## config.mk

```make
export PLATFORM = sky130hd
export DESIGN_NAME = sdr4_coef_mul
export DESIGN_NICKNAME = d
export VERILOG_FILES = /design/src/rtl/sdr4_pkg.sv /design/src/rtl/sdr4_coef_rom.sv /design/src/rtl/sdr4_pp_gen.sv /design/src/rtl/sdr4_sum_tree.sv /design/src/rtl/sdr4_coef_mul.sv
export SDC_FILE = /design/constraint.sdc
export NUM_CORES = 1
export LEC_CHECK = 0
export BUFFER_PORTS_ARGS = -buffer_cell sky130_fd_sc_hd__buf_2
export CAP_MARGIN = 20
export CORE_UTILIZATION = 43
export CTS_CLUSTER_SIZE = 10
export DETAILED_ROUTE_END_ITERATION = 16
export GPL_ROUTABILITY_DRIVEN = 0
export PLACE_DENSITY = 0.71
export RECOVER_POWER = 50
export SETUP_SLACK_MARGIN = 0.02
export SLEW_MARGIN = 5
export SYNTH_ARGS = -nofsm -noshare
export SYNTH_HDL_FRONTEND = slang
export SYNTH_HIERARCHICAL = 1
export SYNTH_SLANG_ARGS = --single-unit
```

## constraint.sdc

```tcl
create_clock -name clk -period 1.47 [get_ports clk]
set_input_delay 0.294 -clock clk [delete_from_list [all_inputs] [get_ports clk]]
set_output_delay 0.294 -clock clk [all_outputs]
set_load 0.005 [all_outputs]
```

## src/rtl/sdr4_pkg.sv

```systemverilog
package sdr4_pkg;

    // Row selector: the digit magnitude is one or two, plus a negate flag.
    typedef struct packed {
        logic neg;
        logic one;
        logic two;
    } dsel_t;

    // Decode a stored 2-bit low digit (R8 code tables).
    function automatic dsel_t dec_low(input logic [1:0] code, input logic mirror);
        dsel_t s;
        s = '0;
        unique case (code)
            2'b00: s = '0;
            2'b01: s = '{neg: 1'b0, one: 1'b1, two: 1'b0};
            2'b10: s = mirror ? '{neg: 1'b1, one: 1'b0, two: 1'b1}
                              : '{neg: 1'b0, one: 1'b0, two: 1'b1};
            default: s = '{neg: 1'b1, one: 1'b1, two: 1'b0};
        endcase
        return s;
    endfunction

endpackage

```

## src/rtl/sdr4_coef_rom.sv

```systemverilog
module sdr4_coef_rom #(
    parameter int W      = 16,
    parameter int NCOEF  = 12,
    parameter int IDXW   = 4,
    parameter bit MIRROR = 1'b0
) (
    input  logic [IDXW-1:0] idx_i,
    output logic [W:0]      word_o
);
    localparam int ND = W / 2;
    localparam int RW = W + 1;

    // Coefficient value of entry k.
    function automatic logic [W-1:0] coef_value(input int k);
        logic [63:0] h;
        h = 64'(k) * 64'h9E37_79B9;
        case (k)
            0:       return {1'b1, {(W-1){1'b0}}};
            1:       return {1'b0, {(W-1){1'b1}}};
            2:       return '0;
            3:       return '1;
            default: return h[W-1:0];
        endcase
    endfunction

    // Conversion to stored digits, evaluated on constants only.
    function automatic logic [RW-1:0] encode(input logic [W-1:0] c);
        logic [RW-1:0] w;
        int            cy;
        int            v;
        w  = '0;
        cy = 0;
        for (int i = 0; i < ND - 1; i++) begin
            v = int'(c[2*i +: 2]) + cy;
            if (!MIRROR) begin
                case (v)
                    0:       begin w[2*i +: 2] = 2'b00; cy = 0; end
                    1:       begin w[2*i +: 2] = 2'b01; cy = 0; end
                    2:       begin w[2*i +: 2] = 2'b10; cy = 0; end
                    3:       begin w[2*i +: 2] = 2'b11; cy = 1; end
                    default: begin w[2*i +: 2] = 2'b00; cy = 1; end
                endcase
            end else begin
                case (v)
                    0:       begin w[2*i +: 2] = 2'b00; cy = 0; end
                    1:       begin w[2*i +: 2] = 2'b01; cy = 0; end
                    2:       begin w[2*i +: 2] = 2'b10; cy = 1; end
                    3:       begin w[2*i +: 2] = 2'b11; cy = 1; end
                    default: begin w[2*i +: 2] = 2'b00; cy = 1; end
                endcase
            end
        end
        v = (c[W-1] ? -2 : 0) + int'(c[W-2]) + cy;
        w[RW-1]   = (v < 0);
        w[RW-2]   = (v == 1) || (v == -1);
        w[RW-3]   = (v == 2) || (v == -2);
        return w;
    endfunction

    logic [RW-1:0] rom [NCOEF];

    for (genvar k = 0; k < NCOEF; k++) begin : g_rom
        assign rom[k] = encode(coef_value(k));
    end

    // Out-of-range index reads an all-zero word, i.e. a zero coefficient.
    always_comb begin
        word_o = '0;
        for (int k = 0; k < NCOEF; k++) begin
            if (int'(idx_i) == k) word_o = rom[k];
        end
    end

endmodule

```

## src/rtl/sdr4_pp_gen.sv

```systemverilog
module sdr4_pp_gen
    import sdr4_pkg::*;
#(
    parameter int W      = 16,
    parameter bit MIRROR = 1'b0
) (
    input  logic [W-1:0]     x_i,
    input  logic [W:0]       word_i,
    output logic [2*W-1:0]   rows_o [W/2+1]
);
    localparam int ND = W / 2;
    localparam int PW = 2 * W;

    logic [PW-1:0] xs;
    logic [ND-1:0] negs;

    assign xs = {{W{x_i[W-1]}}, x_i};

    for (genvar i = 0; i < ND; i++) begin : g_row
        dsel_t         sel;
        logic [PW-1:0] base;

        if (i < ND - 1) begin : g_low
            assign sel = dec_low(word_i[2*i +: 2], MIRROR);
        end else begin : g_top
            assign sel = dsel_t'(word_i[W -: 3]);
        end

        always_comb begin
            if (sel.two)      base = xs << 1;
            else if (sel.one) base = xs;
            else              base = '0;
        end

        // Negative digit: inverted multiple now, +1 at weight 4^i later.
        assign rows_o[i] = (sel.neg ? ~base : base) << (2 * i);
        assign negs[i]   = sel.neg;
    end

    // Correction row gathers every negated row's +1.
    always_comb begin
        rows_o[ND] = '0;
        for (int i = 0; i < ND; i++) begin
            rows_o[ND][2*i] = negs[i];
        end
    end

endmodule

```

## src/rtl/sdr4_sum_tree.sv

```systemverilog
module sdr4_sum_tree #(
    parameter int PW = 32,
    parameter int NR = 9
) (
    input  logic [PW-1:0] rows_i [NR],
    output logic [PW-1:0] sum_o
);
    localparam int LV = (NR > 1) ? $clog2(NR) : 1;
    localparam int P  = 1 << LV;

    // Heap layout: leaves at P..2P-1, root at 1.
    logic [PW-1:0] node [1:2*P-1];

    for (genvar j = 0; j < P; j++) begin : g_leaf
        if (j < NR) begin : g_used
            assign node[P + j] = rows_i[j];
        end else begin : g_pad
            assign node[P + j] = '0;
        end
    end

    for (genvar k = 1; k < P; k++) begin : g_add
        assign node[k] = node[2*k] + node[2*k + 1];
    end

    assign sum_o = node[1];

endmodule

```

## src/rtl/sdr4_coef_mul.sv

```systemverilog
module sdr4_coef_mul #(
    parameter int W      = 16,
    parameter int NCOEF  = 12,
    parameter int IDXW   = $clog2(NCOEF),
    parameter bit MIRROR = 1'b0
) (
    input  logic              clk,
    input  logic              rst_n,
    input  logic              in_valid,
    input  logic [W-1:0]      in_x,
    input  logic [IDXW-1:0]   in_idx,
    output logic              out_valid,
    output logic [2*W-1:0]    out_prod
);
    localparam int ND = W / 2;
    localparam int PW = 2 * W;
    localparam int NR = ND + 1;

    typedef struct packed {
        logic          vld;
        logic [PW-1:0] prod;
    } st_t;

    st_t           st_d, st_q;
    logic [W:0]    word;
    logic [PW-1:0] rows [NR];
    logic [PW-1:0] sum;

    sdr4_coef_rom #(.W(W), .NCOEF(NCOEF), .IDXW(IDXW), .MIRROR(MIRROR)) rom_i (
        .idx_i  (in_idx),
        .word_o (word)
    );

    sdr4_pp_gen #(.W(W), .MIRROR(MIRROR)) ppg_i (
        .x_i    (in_x),
        .word_i (word),
        .rows_o (rows)
    );

    sdr4_sum_tree #(.PW(PW), .NR(NR)) tree_i (
        .rows_i (rows),
        .sum_o  (sum)
    );

    // valid follows the input; product loads only on valid.
    always_comb begin
        st_d     = st_q;
        st_d.vld = in_valid;
        if (in_valid) st_d.prod = sum;
    end

    // asynchronous clear.
    always_ff @(posedge clk or negedge rst_n) begin
        if (!rst_n) st_q <= '0;
        else        st_q <= st_d;
    end

    assign out_valid = st_q.vld;
    assign out_prod  = st_q.prod;

endmodule

```

## Word-level counts from Yosys, hierarchy flattened

Index checks and enable logic that the tools add are counted.

| storage, ports and cells | value |
|---|---|
| register bits | 33 |
| input port bits | 23 |
| word-level logic and storage cells | 94 |

| cells by class | value |
|---|---|
| add/sub/neg operators | 8 |
| equality and inequality tests | 25 |
| muxes and demuxes | 43 |
| bitwise operators | 8 |
| reductions and logical operators | 8 |

Operators by type and width:

| cell | count |
|---|---|
| $add 32x32->32 | 7 |
| $mux 17 | 12 |
| $mux 32 | 3 |
| $mux 30 | 3 |
| $mux 28 | 3 |
| $mux 26 | 3 |
| $mux 24 | 3 |
| $mux 22 | 3 |
| $pmux 3 s3 | 7 |
| $mux 20 | 3 |
| $mux 18 | 3 |
| $add 32x15->32 | 1 |
| $eq 4x4->1 const B | 8 |
| $not 32->32 | 1 |
| $not 30->30 | 1 |
| $not 28->28 | 1 |
| $not 26->26 | 1 |
| $not 24->24 | 1 |
| $not 22->22 | 1 |
| $not 20->20 | 1 |
| $not 18->18 | 1 |
| $eq 2x1->1 const B | 7 |
| $eq 2x2->1 const B | 7 |
| $logic_not 2->1 | 7 |
| 3 further kinds | 4 |

## Depth between registers and ports, before layout

| depth | value |
|---|---|
| depth in word-level cells | 23 |
| gate-level depth with buffers | 26 |
| gate-level depth less buffers | 24 |

## Hierarchy

Netlist, hierarchy kept.

By module, submodules not included:

| module | times used | cells an instance | area an instance (um^2) | seq. area each (um^2) |
|---|---|---|---|---|
| sdr4_sum_tree | 1 | 726 | 7,011.7 | 0.0 |
| sdr4_pp_gen | 1 | 536 | 4,300.4 | 0.0 |
| sdr4_coef_mul | 1 | 69 | 1,370.1 | 825.8 |
| sdr4_coef_rom | 1 | 29 | 187.7 | 0.0 |

## Worst setup path after synthesis

No wires, ideal clock.

| timing | value |
|---|---|
| path kind | input-to-reg |
| from | input in_idx[3] |
| to | register st_q, in the netlist out_prod[29] |
| arrival time | 6.032 ns |
| data required time | 1.345 ns |
| path slack | -4.687 ns |
| cell stages on the path | 23 |
| buffers on the path | 2 |
| cell sequence | xnor2_2 inv_1 a22o_1 buf_2 xnor2_1 a21oi_1 buf_4 fa_1 fa_1 fa_1 inv_1 fa_1 inv_1 ha_1 a21oi_1 nand2_1 a221oi_2 nor2_1 a211o_1 a2111oi_4 nor2_1 xor2_1 mux2_2 |

| between the ends | value |
|---|---|
| elaborated cells on any way between the ends | 92 |
| classes of those cells | 8 x add/sub; 25 x eq/ne; 43 x mux; 8 x bitwise; 8 x reduce/logical |

RTL lines:

| item | RTL line | text |
|---|---|---|
| start: declaration | sdr4_coef_mul.sv:11 | `input logic [IDXW-1:0] in_idx,` |
| $eq 4x2->1 | sdr4_coef_rom.sv:70 | `if (int'(idx_i) == k) word_o = rom[k];` |
| $mux 17 (10 in series) | sdr4_coef_rom.sv:70 |  |
| $mux 17 (*) | sdr4_coef_rom.sv:70 |  |
| net word[15] | sdr4_coef_mul.sv:25 | `logic [W:0] word;` |
| $mux 18 (*) | sdr4_pp_gen.sv:31 | `else if (sel.one) base = xs;` |
| $mux 18 (*) | sdr4_pp_gen.sv:30 | `if (sel.two) base = xs << 1;` |
| $not 18->18 | sdr4_pp_gen.sv:36 | `assign rows_o[i] = (sel.neg ? ~base : base) << (2 * i);` |
| $mux 18 (*) | sdr4_pp_gen.sv:36 |  |
| $add 32x32->32 (*) (3 in series) | sdr4_sum_tree.sv:23 | `assign node[k] = node[2*k] + node[2*k + 1];` |
| $add 32x15->32 (*) | sdr4_sum_tree.sv:23 |  |
| net sum[29] | sdr4_coef_mul.sv:27 | `logic [PW-1:0] sum;` |
| end signal: assignment | sdr4_coef_mul.sv:55 | `else st_q <= st_d;` |
| end: declaration | sdr4_coef_mul.sv:24 | `st_t st_d, st_q;` |

Mark *: on every way through the listed nets, which the timed path passes. The rest lies on a longest branch.
A chain may end at the register's enable or synchronous reset.

==> impl_metrics.env <==
export IMPL_status="finished, violations left"
export IMPL_violations="setup timing"
export IMPL_yosys_area_top_type="fa_1"
export IMPL_dieArea_mm2=0.0306
export IMPL_grtUsageTotal_pct=21.2
export IMPL_grt_overflow=0
export IMPL_grt_max_degree=34
export IMPL_relSlewSlack_pct=43.9
export IMPL_hold_buffers=0
export IMPL_cpPeakStageDelay_ns=0.58
export IMPL_ys_ff_latch=33
export IMPL_final_cells=1934
export IMPL_final_setup_viol_count=32
export IMPL_cp_required_ns=1.63
export IMPL_filler_cell_count=2533
export IMPL_synthTopCellsByArea="fa_1, inv_1, buf_4"
export IMPL_fin_nets=1817
export IMPL_slew_viol_final=0
export IMPL_rows=62
export IMPL_cp_start_kind="input pin"
export IMPL_rr_startpoint="out_prod[31]"
export IMPL_cap_violations=0
export IMPL_dr_pass1_iters=7
export IMPL_avgSynthCellArea_um2=9.46
export IMPL_syn_inst=1360
export IMPL_drt_iter0_drc=520
export IMPL_drc_errors=0
export IMPL_grt_pass1_wl_mm=51.8
export IMPL_cts_clk_slew_worst_paths_ns=0.05
export IMPL_die_x_um=175
export IMPL_worstMarginPinSlew_ns=0.842
export IMPL_crit_family="adder cells"
export IMPL_crit_path_start="in_idx[2]"
export IMPL_post_drt_wl_per_cell_um=16.3
export IMPL_cpMostUsedCell="fa_1"
export IMPL_cts_tree="done"
export IMPL_wl_met3_mm=1.69
export IMPL_critPathCaptureType="flop"
export IMPL_dp_hpwl_mm=25.9
export IMPL_antenna_found_initial=0
export IMPL_clk_latency_ns=0.28
export IMPL_top_layer_used="met4"
export IMPL_synth_edf_count=0
export IMPL_synth_warnings=6
export IMPL_numPortBuffers=55
export IMPL_fin_crit_ns=5.59
export IMPL_area_growth_pct=22.5
export IMPL_arrival_ns=5.75
export IMPL_io_pins=56
export IMPL_cp_max_fo=7
export IMPL_slowest_stage="fa_1"
export IMPL_cts_max_level=2
export IMPL_synth_area_mm2=0.0129
export IMPL_post_dp_cell_area_mm2=0.0146
export IMPL_yosysSeqAreaShare_pct=6.42
export IMPL_synth_top_area_share_pct=33.1
export IMPL_fin_crit_sh_pct=380
export IMPL_vias_per_cell=4.90
export IMPL_ant_nets=0
export IMPL_hp_class="input pin to asynchronous set/reset pin"
export IMPL_grt_pass1_vias=10400
export IMPL_final_design_area_no_fill_mm2=0.0158
export IMPL_rsz0062_at_grt="true"
export IMPL_clock_skew_ns=0
export IMPL_cts_path_max_buffers=2
export IMPL_cts_sinks=33
export IMPL_wl_met2_mm=15.6
export IMPL_timing_final_ws_setup_ns=-4.12
export IMPL_synth_ff_type="dfrtp_1"
export IMPL_cts_root_buf="clkbuf_16"
export IMPL_fp_dieH_um=175
export IMPL_num_vias=9486
export IMPL_ys_types=64
export IMPL_fmax_mhz=179
export IMPL_final_layout_size_suffix_gt1_share_pct=35.0
export IMPL_start_util_pct=44.2
export IMPL_async_flop_share_pct=100
export IMPL_crit_chain="buf_12, or2b_4, mux2i_4, buf_12, mux2i_1, a22o_1, fa_1, fa_1, fa_1, inv_2, fa_1, inv_2, ha_4, nor2b_4, o31a_1, o31ai_4, a211o_1, nand4_1, a31oi_4, a21oi_2, xor2_1, mux2_4"
export IMPL_path_class="input pin to flop"
export IMPL_hold_viol_final=0
export IMPL_critPathBufInv=4
export IMPL_wl_met1_mm=13.7
export IMPL_antenna_cells=0
export IMPL_placed_cells=1882
export IMPL_coreArea_mm2=0.0291
export IMPL_cts_inserted_buffers=5
export IMPL_routed_wl_mm=31.6
-- sequential cells by signal, summed over array words and instances (netlist names) --
| signal | cells |
|---|---|
| out_prod | 32 |
| out_valid | 1 |
-- cells in the mapped netlist (all sizes together), types with 24 or more instances --
cell type,number
nand2,31
dfrtp,33
nor2,36
mux2i,92
xnor2,43
fa,213
buf,220
inv,307
mux2,32
xor2,35
ha,32
a22o,105
a21oi,24
-- cells by family after synthesis --
group | synth area share [%]
AO/OA/AOI/OAI | 13.5
flip-flops | 6.42
AND/OR/NAND/NOR | 5.35
XOR/XNOR | 5.37
buffers and inverters | 22.3
other | 0.0291
multiplexers | 10.8
adder cells (fa/ha/maj) | 36.2
-- layout by cell type, fill, tap and decap left out, drive strengths merged, types with 32 or more instances in the layout --
cell | netlist | routed
fa | 213 | 213
conb | 1 | 80
xnor2 | 43 | 43
ha | 32 | 32
inv | 307 | 307
mux2 | 32 | 32
buf | 220 | 332
dfrtp | 33 | 33
xor2 | 35 | 35
mux2i | 92 | 92
nor2 | 36 | 36
a22o | 105 | 105
-- final timing paths --
| path | endpoint | slack (ns) | cells past startpoint |
|---|---|---|---|
| worst max register to register | out_prod[31] | 0.64 | 1 |
| worst min-delay path | out_prod[4] | 0.20 | 2 |
| worst max-delay path | out_prod[30] | -4.12 | 22 |
| min in group clk | out_valid | 0.39 | 2 |
| max in group asynchronous | out_prod[31] | 0.73 | 2 |
| worst min register to register | out_prod[27] | 0.50 | 1 |
-- layout make-up --
class | count | area, um2 | share of cell area [%]
Multi-Input combinational cell | 869 | 10400 | 65.8
Timing Repair Buffer | 333 | 2780 | 17.6
Inverter | 307 | 1150 | 7.31
Sequential cell | 33 | 826 | 5.24
Tap cell | 384 | 480 | 3.05
Clock buffer | 7 | 153 | 0.968
Clock inverter | 1 | 5.00 | 0.0318
-- metal layers --
layer	vias up	track usage [%]
met3	51	3.37
met4	0	4.78
li1	4426	-
met1	4777	27.3
met5	-	0
met2	232	37.3
-- what timing repair did --
item / in CTS / in global routing
gates cloned: 1 / 0
buffers inserted: 26 / 26
pin swaps: 84 / 76
endpoints found under the setup margin: 32 / 32
gates resized for setup: 82 / 81
-- per-stage QoR --
stage               hold WS (ns)  TNS, ns  setup slack (ns)  util [%]
finish                     0.197  -112.25             -4.12      54.2
CTS                       0.0522  -110.99             -4.06      52.7
detailed placement         0.351  -125.16             -4.65      50.1
floorplan               -0.00159  -106.93             -4.14         -
global placement           0.350  -123.05             -4.53      50.1
global route               0.276  -116.84             -4.29      54.2
Power is left out: the tool's default activity adds up to more than one toggle a clock period on the data nets, which glitch-free logic cannot reach.
